$ cat src/rtl/irq_router_pkg.sv
package irq_router_pkg;
  localparam int ADDR_W    = 12;
  localparam int CPU_FLD_W = 6;
  localparam int CPU_LSB   = 4;
  localparam int KIND_LSB  = 10;

  typedef enum logic [1:0] {
    SZ_B8  = 2'b00,
    SZ_B16 = 2'b01,
    SZ_B32 = 2'b10,
    SZ_B64 = 2'b11
  } acc_size_e;

  typedef enum logic [1:0] {
    KIND_MASK = 2'b00,
    KIND_EFF  = 2'b01,
    KIND_RSV2 = 2'b10,
    KIND_RSV3 = 2'b11
  } reg_kind_e;
endpackage

$ cat src/rtl/irq_reg_decode.sv
module irq_reg_decode
  import irq_router_pkg::*;
#(
  parameter int NCPU = 4
) (
  input  logic                 req_valid,
  input  logic                 req_write,
  input  logic [1:0]           req_size,
  input  logic [ADDR_W-1:0]    req_addr,
  output logic [NCPU-1:0]      mask_we,
  output logic                 rd_hit,
  output reg_kind_e            rd_kind,
  output logic [CPU_FLD_W-1:0] sel_cpu,
  output logic                 bad
);
  reg_kind_e kind;
  logic size_ok, align_ok, kind_ok, cpu_ok, dir_ok, legal;

  always_comb begin
    kind     = reg_kind_e'(req_addr[KIND_LSB +: 2]);
    sel_cpu  = req_addr[CPU_LSB +: CPU_FLD_W];
    size_ok  = (acc_size_e'(req_size) == SZ_B64);
    align_ok = (req_addr[CPU_LSB-1:0] == '0);
    kind_ok  = (kind == KIND_MASK) || (kind == KIND_EFF);
    cpu_ok   = (int'(sel_cpu) < NCPU);
    dir_ok   = !(req_write && (kind == KIND_EFF));
    legal    = size_ok && align_ok && kind_ok && cpu_ok && dir_ok;
    bad      = req_valid && !legal;
    rd_hit   = req_valid && !req_write && legal;
    rd_kind  = kind;
  end

  for (genvar p = 0; p < NCPU; p++) begin : g_we
    assign mask_we[p] = req_valid && req_write && legal && (kind == KIND_MASK)
                        && (int'(sel_cpu) == p);
  end
endmodule

$ cat src/rtl/irq_cpu_lane.sv
module irq_cpu_lane #(
  parameter int DW = 64
) (
  input  logic          clk,
  input  logic          rst,
  input  logic          wr_en,
  input  logic [DW-1:0] wr_data,
  input  logic [DW-1:0] raw_now,
  input  logic [DW-1:0] raw_last,
  output logic [DW-1:0] mask_o,
  output logic [DW-1:0] eff_o,
  output logic          irq_o
);
  logic [DW-1:0] mask_q, eff_q, pend_q;
  logic [DW-1:0] mask_d, eff_d, chg, post_v, drop_v;
  logic          irq_q;

  always_comb begin
    mask_d = wr_en ? wr_data : mask_q;
    eff_d  = mask_d & raw_now;
    // only positions whose mask or raw bit moved are examined
    chg    = (mask_d ^ mask_q) | (raw_now ^ raw_last);
    post_v = chg & mask_d & eff_d;
    drop_v = chg & eff_q & ~eff_d;
  end

  always_ff @(posedge clk) begin
    if (rst) begin
      mask_q <= '0;
      eff_q  <= '0;
      pend_q <= '0;
      irq_q  <= 1'b0;
    end else begin
      mask_q <= mask_d;
      eff_q  <= eff_d;
      pend_q <= (pend_q | post_v) & ~drop_v;
      irq_q  <= |pend_q;
    end
  end

  assign mask_o = mask_q;
  assign eff_o  = eff_q;
  assign irq_o  = irq_q;

  assert_eff_is_and_R3: assert property (@(posedge clk) disable iff (rst)
    eff_q == (mask_q & raw_last));
  assert_pend_tracks_R4: assert property (@(posedge clk) disable iff (rst)
    pend_q == eff_q);
  assert_irq_lag_R5: assert property (@(posedge clk) disable iff (rst)
    1'b1 |=> (irq_o == $past(|eff_q)));
  assert_mask_hold_R2: assert property (@(posedge clk) disable iff (rst)
    !wr_en |=> $stable(mask_q));
endmodule

$ cat src/rtl/irq_read_mux.sv
module irq_read_mux
  import irq_router_pkg::*;
#(
  parameter int NCPU = 4,
  parameter int DW   = 64
) (
  input  logic [DW-1:0]        masks [NCPU],
  input  logic [DW-1:0]        effs  [NCPU],
  input  reg_kind_e            kind,
  input  logic [CPU_FLD_W-1:0] cpu,
  input  logic                 hit,
  output logic [DW-1:0]        rdata
);
  always_comb begin
    rdata = '0;
    for (int p = 0; p < NCPU; p++) begin
      if (hit && (int'(cpu) == p)) begin
        rdata = (kind == KIND_EFF) ? effs[p] : masks[p];
      end
    end
  end
endmodule

$ cat src/rtl/irq_mask_router.sv
module irq_mask_router
  import irq_router_pkg::*;
#(
  parameter int NCPU = 4,
  parameter int DW   = 64
) (
  input  logic              clk,
  input  logic              rst,
  input  logic              req_valid,
  input  logic              req_write,
  input  logic [1:0]        req_size,
  input  logic [ADDR_W-1:0] req_addr,
  input  logic [DW-1:0]     req_wdata,
  input  logic [DW-1:0]     raw_irq,
  output logic              rsp_valid,
  output logic [DW-1:0]     rsp_rdata,
  output logic              err_o,
  output logic [NCPU-1:0]   irq_o
);
  logic [NCPU-1:0]      mask_we;
  logic                 rd_hit, bad;
  reg_kind_e            rd_kind;
  logic [CPU_FLD_W-1:0] sel_cpu;
  logic [DW-1:0]        raw_q;
  logic [DW-1:0]        masks [NCPU];
  logic [DW-1:0]        effs  [NCPU];
  logic [DW-1:0]        rd_mux;
  logic                 rv_q, err_q;
  logic [DW-1:0]        rd_q;

  irq_reg_decode #(.NCPU(NCPU)) u_dec (
    .req_valid(req_valid), .req_write(req_write), .req_size(req_size),
    .req_addr(req_addr), .mask_we(mask_we), .rd_hit(rd_hit),
    .rd_kind(rd_kind), .sel_cpu(sel_cpu), .bad(bad)
  );

  for (genvar p = 0; p < NCPU; p++) begin : g_lane
    irq_cpu_lane #(.DW(DW)) u_lane (
      .clk(clk), .rst(rst), .wr_en(mask_we[p]), .wr_data(req_wdata),
      .raw_now(raw_irq), .raw_last(raw_q),
      .mask_o(masks[p]), .eff_o(effs[p]), .irq_o(irq_o[p])
    );
  end

  irq_read_mux #(.NCPU(NCPU), .DW(DW)) u_rmux (
    .masks(masks), .effs(effs), .kind(rd_kind), .cpu(sel_cpu),
    .hit(rd_hit), .rdata(rd_mux)
  );

  always_ff @(posedge clk) begin
    if (rst) begin
      raw_q <= '0;
      rv_q  <= 1'b0;
      rd_q  <= '0;
      err_q <= 1'b0;
    end else begin
      raw_q <= raw_irq;
      rv_q  <= req_valid && !req_write;
      rd_q  <= rd_mux;
      err_q <= err_q || bad;
    end
  end

  assign rsp_valid = rv_q;
  assign rsp_rdata = rd_q;
  assign err_o     = err_q;

  assert_reset_clear_R1: assert property (@(posedge clk)
    $past(rst) |-> (irq_o == '0 && !err_o && !rsp_valid));
  assert_bad_read_zero_R7: assert property (@(posedge clk) disable iff (rst)
    (req_valid && !req_write && bad) |=> (rsp_valid && rsp_rdata == '0));
  assert_bad_sets_err_R8: assert property (@(posedge clk) disable iff (rst)
    (req_valid && bad) |=> err_o);
  assert_err_sticky_R9: assert property (@(posedge clk) disable iff (rst)
    err_o |=> err_o);
  assert_read_answer_R6: assert property (@(posedge clk) disable iff (rst)
    (req_valid && !req_write) |=> rsp_valid);
endmodule

$ cat config.mk
export PLATFORM = sky130hd
export DESIGN_NAME = irq_mask_router
export DESIGN_NICKNAME = d
export VERILOG_FILES = /design/src/rtl/irq_router_pkg.sv /design/src/rtl/irq_reg_decode.sv /design/src/rtl/irq_cpu_lane.sv /design/src/rtl/irq_read_mux.sv /design/src/rtl/irq_mask_router.sv
export SDC_FILE = /design/constraint.sdc
export NUM_CORES = 2
export LEC_CHECK = 0
export BUFFER_PORTS_ARGS = -buffer_cell sky130_fd_sc_hd__buf_2
export CORE_MARGIN = 4
export CORE_UTILIZATION = 55
export DETAILED_ROUTE_END_ITERATION = 16
export GPL_TIMING_DRIVEN = 1
export PLACE_DENSITY = 0.72
export SYNTH_ARGS = -nofsm -noshare
export SYNTH_HDL_FRONTEND = slang
export SYNTH_HIERARCHICAL = 1
export SYNTH_SLANG_ARGS = --single-unit
$ cat constraint.sdc
create_clock -name clk -period 2.3 [get_ports clk]
set_input_delay 0.115 -clock clk [delete_from_list [all_inputs] [get_ports clk]]
set_output_delay 0.115 -clock clk [all_outputs]
set_load 0.02 [all_outputs]
Word level (Yosys, flattened, before mapping)
Index checks and enable logic that the tools add are counted.

Register bits: 902. Input bits: 146. Output and inout bits: 70. Word-level logic and storage cells: 114.

Order comparisons: 1. Equal/unequal tests: 5. Muxes and demuxes: 12. Bitwise gates (word level): 45. Reduce and logical (&&, ||, !) cells: 31.

Operator list (count): $and 64x64->64 (24); $mux 64 (12); $not 64->64 (8); $or 64x64->64 (8); $xor 64x64->64 (5); $reduce_or 64->1 (4); $logic_and 1x1->1 (19); $eq 6x3->1 const B (2); $eq 6x2->1 const B (1); $logic_not 6->1 (1); $lt 6x3->1 const B (1); $logic_not 4->1 (1); $logic_not 1->1 (3); $eq 2x1->1 const B (1); $eq 2x2->1 const B (1); $logic_not 2->1 (1); $logic_or 1x1->1 (2).

Depth between registers and ports, before layout
Word-level depth: 15. Depth in mapped cells: 9. Mapped depth without buffers: 7.

Hierarchy
The synthesis kept the hierarchy.

By module, submodules not included: irq_cpu_lane (times used 4, cells each 755, area each 8237.9 um^2, seq. area each 3863.7 um^2); irq_read_mux (times used 1, cells each 384, area each 4122.7 um^2, seq. area each 0.0 um^2); irq_mask_router (times used 1, cells each 274, area each 3490.8 um^2, seq. area each 2602.5 um^2); irq_reg_decode (times used 1, cells each 23, area each 188.9 um^2, seq. area each 0.0 um^2).

Least setup slack after synthesis
OpenSTA, ideal clock, no wires.

Kind: input to register. Start point: input req_addr[7]. End point: register g_lane[0].u_lane.pend_q[10]. Library setup time: 117 ps. Data arrival time: 1786 ps. Data required time: 2183 ps. Path slack: 396 ps. Stages on the path: 9. Buffers on the path: 2. Cells stage by stage: nor4_4 nand4_2 nor3_1 buf_6 buf_6 mux2i_1 nor2_2 and2_4 a32o_1.

Longest elaborated chain between the ends: 13. Elaborated cells between the ends (all ways): 19. Classes of those cells: order compare (1); mux (1); bitwise (11); reduce/logical (6).

Ends and longest elaborated chain: start, declared (line irq_mask_router.sv:12) `input logic [ADDR_W-1:0] req_addr,`; $lt 6x3->1 (line irq_reg_decode.sv:25) `cpu_ok = (int'(sel_cpu) < NCPU);`; $logic_and 1x1->1 (2 in a row) (line irq_reg_decode.sv:27) `legal = size_ok && align_ok && kind_ok && cpu_ok && dir_ok;`; $logic_and 1x1->1 (2 in a row) (line irq_reg_decode.sv:34) `assign mask_we[p] = req_valid && req_write && legal && (kind == KIND_MASK)`; $logic_and 1x1->1 * (line irq_reg_decode.sv:35) `&& (int'(sel_cpu) == p);`; named net mask_we[0] (line irq_mask_router.sv:20) `logic [NCPU-1:0] mask_we;`; $mux 64 * (line irq_cpu_lane.sv:19) `mask_d = wr_en ? wr_data : mask_q;`; $xor 64x64->64 (line irq_cpu_lane.sv:22) `chg = (mask_d ^ mask_q) | (raw_now ^ raw_last);`; $or 64x64->64 (line irq_cpu_lane.sv:22); $and 64x64->64, on equally long branches (2 in a row) (line irq_cpu_lane.sv:23, irq_cpu_lane.sv:24); $or 64x64->64 or $not 64->64 (tied branches) (line irq_cpu_lane.sv:36) `pend_q <= (pend_q | post_v) & ~drop_v;`; $and 64x64->64 * (line irq_cpu_lane.sv:36); end signal, assigned (line irq_cpu_lane.sv:36); end, declared (line irq_cpu_lane.sv:14) `logic [DW-1:0] mask_q, eff_q, pend_q;`.

The timed path passes the listed nets; every way through them passes the cells marked *. A chain may end at the register's enable or synchronous reset.

Worst setup path after layout
Start point: input req_valid. End point: register g_lane[2].u_lane.pend_q[14].

Longest elaborated chain between the ends: 11. Elaborated cells between the ends (all ways): 16. Classes of those cells: mux (1); bitwise (11); reduce/logical (4).

Ends and longest elaborated chain: start, declared (line irq_mask_router.sv:9) `input logic req_valid,`; $logic_and 1x1->1 * (3 in a row) (line irq_reg_decode.sv:34); $logic_and 1x1->1 * (line irq_reg_decode.sv:35); named net mask_we[2] (line irq_mask_router.sv:20); $mux 64 * (line irq_cpu_lane.sv:19); $xor 64x64->64 (line irq_cpu_lane.sv:22); $or 64x64->64 (line irq_cpu_lane.sv:22); $and 64x64->64, on equally long branches (2 in a row) (line irq_cpu_lane.sv:23, irq_cpu_lane.sv:24); $or 64x64->64 or $not 64->64 (tied branches) (line irq_cpu_lane.sv:36); $and 64x64->64 * (line irq_cpu_lane.sv:36); end signal, assigned (line irq_cpu_lane.sv:36); end, declared (line irq_cpu_lane.sv:14).

Marked as above.

==> metrics.md <==
| Metric | Value |
|---|---|
| Run status | finished, final reports clean |
| Post-synth EDFFs | 0 |
| Crit-path max FO | 18 |
| Hold Path Class | in -> reg |
| Gp weighted congestion | 0.827 |
| Post_cts resized | 0 |
| Setup crit start kind | primary input |
| Clk_skew | 0.0296 ns |
| Largest family of logic cells by synthesized area | simple AND/OR/NAND/NOR gates |
| Cell Chain, Critical Path | dlygate4sd3_1 > buf_2 > and3b_1 > nand4_2 > buf_4 > nor3b_4 > buf_12 > buf_12 > mux2i_1 > nor2_2 > and2_4 > a32o_1 |
| Async set-reset flop share out of synthesis | 0 |
| Setup WS pre-CTS | -0.0502 ns |
| Ports | between 200 and 250 |
| Synth Area in XOR/XNOR | 0.110 |
| Synth Net Count | 3847 |
| Min cycle time layout | 2.18 ns |
| Max-Cap Viols | 0 |
| TritonCTS buffer count | 93 |
| Slew HR | 0.273 |
| Initial drt markers | ~1800 |
| DP HPWL | 74400 um |
| Setup crit end kind | flop |
| Synth Warn # | 6 |
| Port-buffer cells | 215 |
| Clock Path Buffers | 3 |
| Commonest non-fill, non-tap cells in the layout | dfxtp_1, xor2_1, mux2i_1 |
| Clock root cell | clkbuf_16 |
| Clock sink count | 902 |
| Slowest stage cell, crit path | dlygate4sd3_1 |
| Worst reg2reg setup slack | 0.31 ns |
| Critical Path RT | 2.82 ns |
| Final core area utilization | 0.663 |
| Library cells used by synthesis | 40 |
| Mapped cell area | just over 40000 um2 |
| Post-route ant nets | 0 |
| Pin count of the biggest net entering global routing | 65 |
| Slowest stage delay, CP | 0.53 ns |
| Fin. Hold Viols | 0 |
| DP Area | 44000 um2 |
| Final setup fails | 0 |
| Critical Path AT | around 2.7 ns |
| Number of global-route vias before repair | 29700 |
| CORE AREA | 73200 um2 |
| Area Overhead vs Synth | 19.0% |
| Top FF cell, synth | dfxtp_1 |
| Post-Synth Adder-Cell Area | 0 |
| Peak VDD IR | roughly 660 uV |
| Kind of critical path | in -> reg |
| Synth Instances | 3701 |
| Total gr overflow | 0 |
| RSZ-0062 raised after global routing | false |
| Leak | 20.3 nW |
| Final Instance Area | 48500 um2 |
| Residual DRC | 0 |
| Most used cell along the critical path | buf_12 |
| Die height | between 200 and 300 um |
| Overall die width | between 200 and 300 um |
| Mux contribution to synthesized area | 0.130 |
| Initial antenna violation count | 10 |
| Avg Cell Area, Syn | 11.0 um2 |
| Final Max Tran Viols | 0 |
| H-Tree Depth | 3 |
| CP bufs+invs | 5 |
| Clock Latency Late Sink | 0.65 ns |
| Final worst-path cycle share | 0.950 |
| Via density | 5.65 |
| Total routed wirelength | ~110000 um |
| Layout cell share with drive strength beyond 1 | 0.263 |
| Compound-Gate Fraction of Synth Area | 0.134 |
| Clock transition at the registers of the reported paths | 0.06 ns |
| Initial Util | 0.557 |
| Global-route wire length before repair | 170000 um |
| GRT Util Overall | 0.271 |
| Worst slew pin tran | 1.09 ns |
| NumNets Final | 4282 |
| Router iterations before antenna repair | 5 |
| Most common cell after layout, fill and taps aside | dfxtp_1 |
| Die area | 78500 um2 |
| Total number of vias | 29300 |
| WL/cell | 21.0 um |
| Sequential-to-total area share from yosys stat | 0.443 |
| Synth Register Bits | about 900 |
| Synth Area in Simple Gates | 0.153 |
| Power Density | 700 nW/um2 |
| Crit-path leading delay family | buffers and inverters |
| PnR worst setup slack | around 0.12 ns |
| Placement row count | 99 |
| Achievable Freq | 0.458 GHz |
| CTS tree | done |
power by group:
part	internal [mW]	total (mW)	switching [mW]
clock network	9.38	15.7	6.31
logic	1.03	2.47	1.44
registers	15.7	15.8	0.110
layout make-up:
type / count / area (um2)
diodes: 7 / 17.5
clock buffers: 135 / 2740
clock inverters: 33 / 460
fillers: 5623 / 24700
inverters: 5 / 23.8
multi-input cells: 2608 / 21500
flip-flops and latches: 902 / 18100
well taps: 959 / 1200
repair buffers: 526 / 4480
routing by layer:
metal / GRT usage / part of all wire / vias to the layer above
met3: 0.0414 / 0.049 / 137
li1: - / - / 14100
met2: 0.452 / 0.47 / 592
met4: 0.0598 / 0.018 / 4
met5: 0 / 0.00025 / -
met1: 0.377 / 0.46 / 14400
cells in the mapped netlist, types with 2 or more instances:
cell,instances,area [um2]
buf_4,10,75.1
nand2_1,258,968
buf_2,83,415
nand4_1,16,100
and2_1,17,106
buf_8,5,75.1
nor2b_1,130,813
nor2_1,21,78.8
inv_2,4,15.0
nor4_1,69,432
buf_6,40,450
nor3b_2,2,25.0
a32o_1,256,2560
nor3_1,2,10.0
clkbuf_1,39,146
a21o_1,256,1920
buf_1,9,33.8
dfxtp_1,902,18100
nor3b_1,2,15.0
nor2_2,240,1500
mux2i_1,382,3820
xor2_1,512,4480
mux2_2,2,22.5
a22o_1,63,552
and2_4,240,2100
o22ai_1,64,400
mux4_2,64,1440
worst reg2reg max path, cell delays in order (launching register included):
cell and delay [ns]:
dfxtp_1 0.34, nor4_1 0.61, nand4_1 0.47, nor4_1 0.39, nor2_1 0.06
flip-flops by register name, indices dropped and copies added (netlist names):
signal and flops:
err_o 1, g_lane.u_lane/eff_o 256, g_lane.u_lane/irq_o 4, g_lane.u_lane/mask_o 256
g_lane.u_lane/pend_q 256, raw_q 64, rsp_rdata 64, rsp_valid 1
path summary, 6_finish.rpt:
path                                               start                                      to  cells after the start
setup reg to reg  g_lane[1].u_lane/pend_q[46]$_SDFF_PP0_       g_lane[1].u_lane/irq_o$_SDFF_PP0_                      4
hold reg to reg                         err_o$_SDFF_PP0_                        err_o$_SDFF_PP0_                      1
hold / removal                               req_addr[5]                rsp_rdata[62]$_SDFF_PP0_                      4
setup / recovery                               req_valid  g_lane[2].u_lane/pend_q[14]$_SDFF_PP0_                     12
timing repair:
item / CTS / global route
hold buffers: 134 / 0
setup buffers: 0 / 0
hold endpoints to repair: 759 / 0
logic make-up after synthesis:
group	Yosys count
AO/OA/AOI/OAI	641
XOR/XNOR	512
buffers and inverters	191
flip-flops	902
multiplexers	448
AND/OR/NAND/NOR	1007
per-stage QoR:
step	cells	TNS, ns	total power, mW	hold WS, ns
after global routing	5170	0	35.0	0.109
after CTS	5168	0	34.1	0.0751
final	5175	0	34.0	0.120
after floorplan	3701	0	17.5	0.191
after global placement	4866	-0.213	18.4	0.406
after detailed placement	4866	-1.24	18.4	0.405
(Power assumes the default switching activity.)
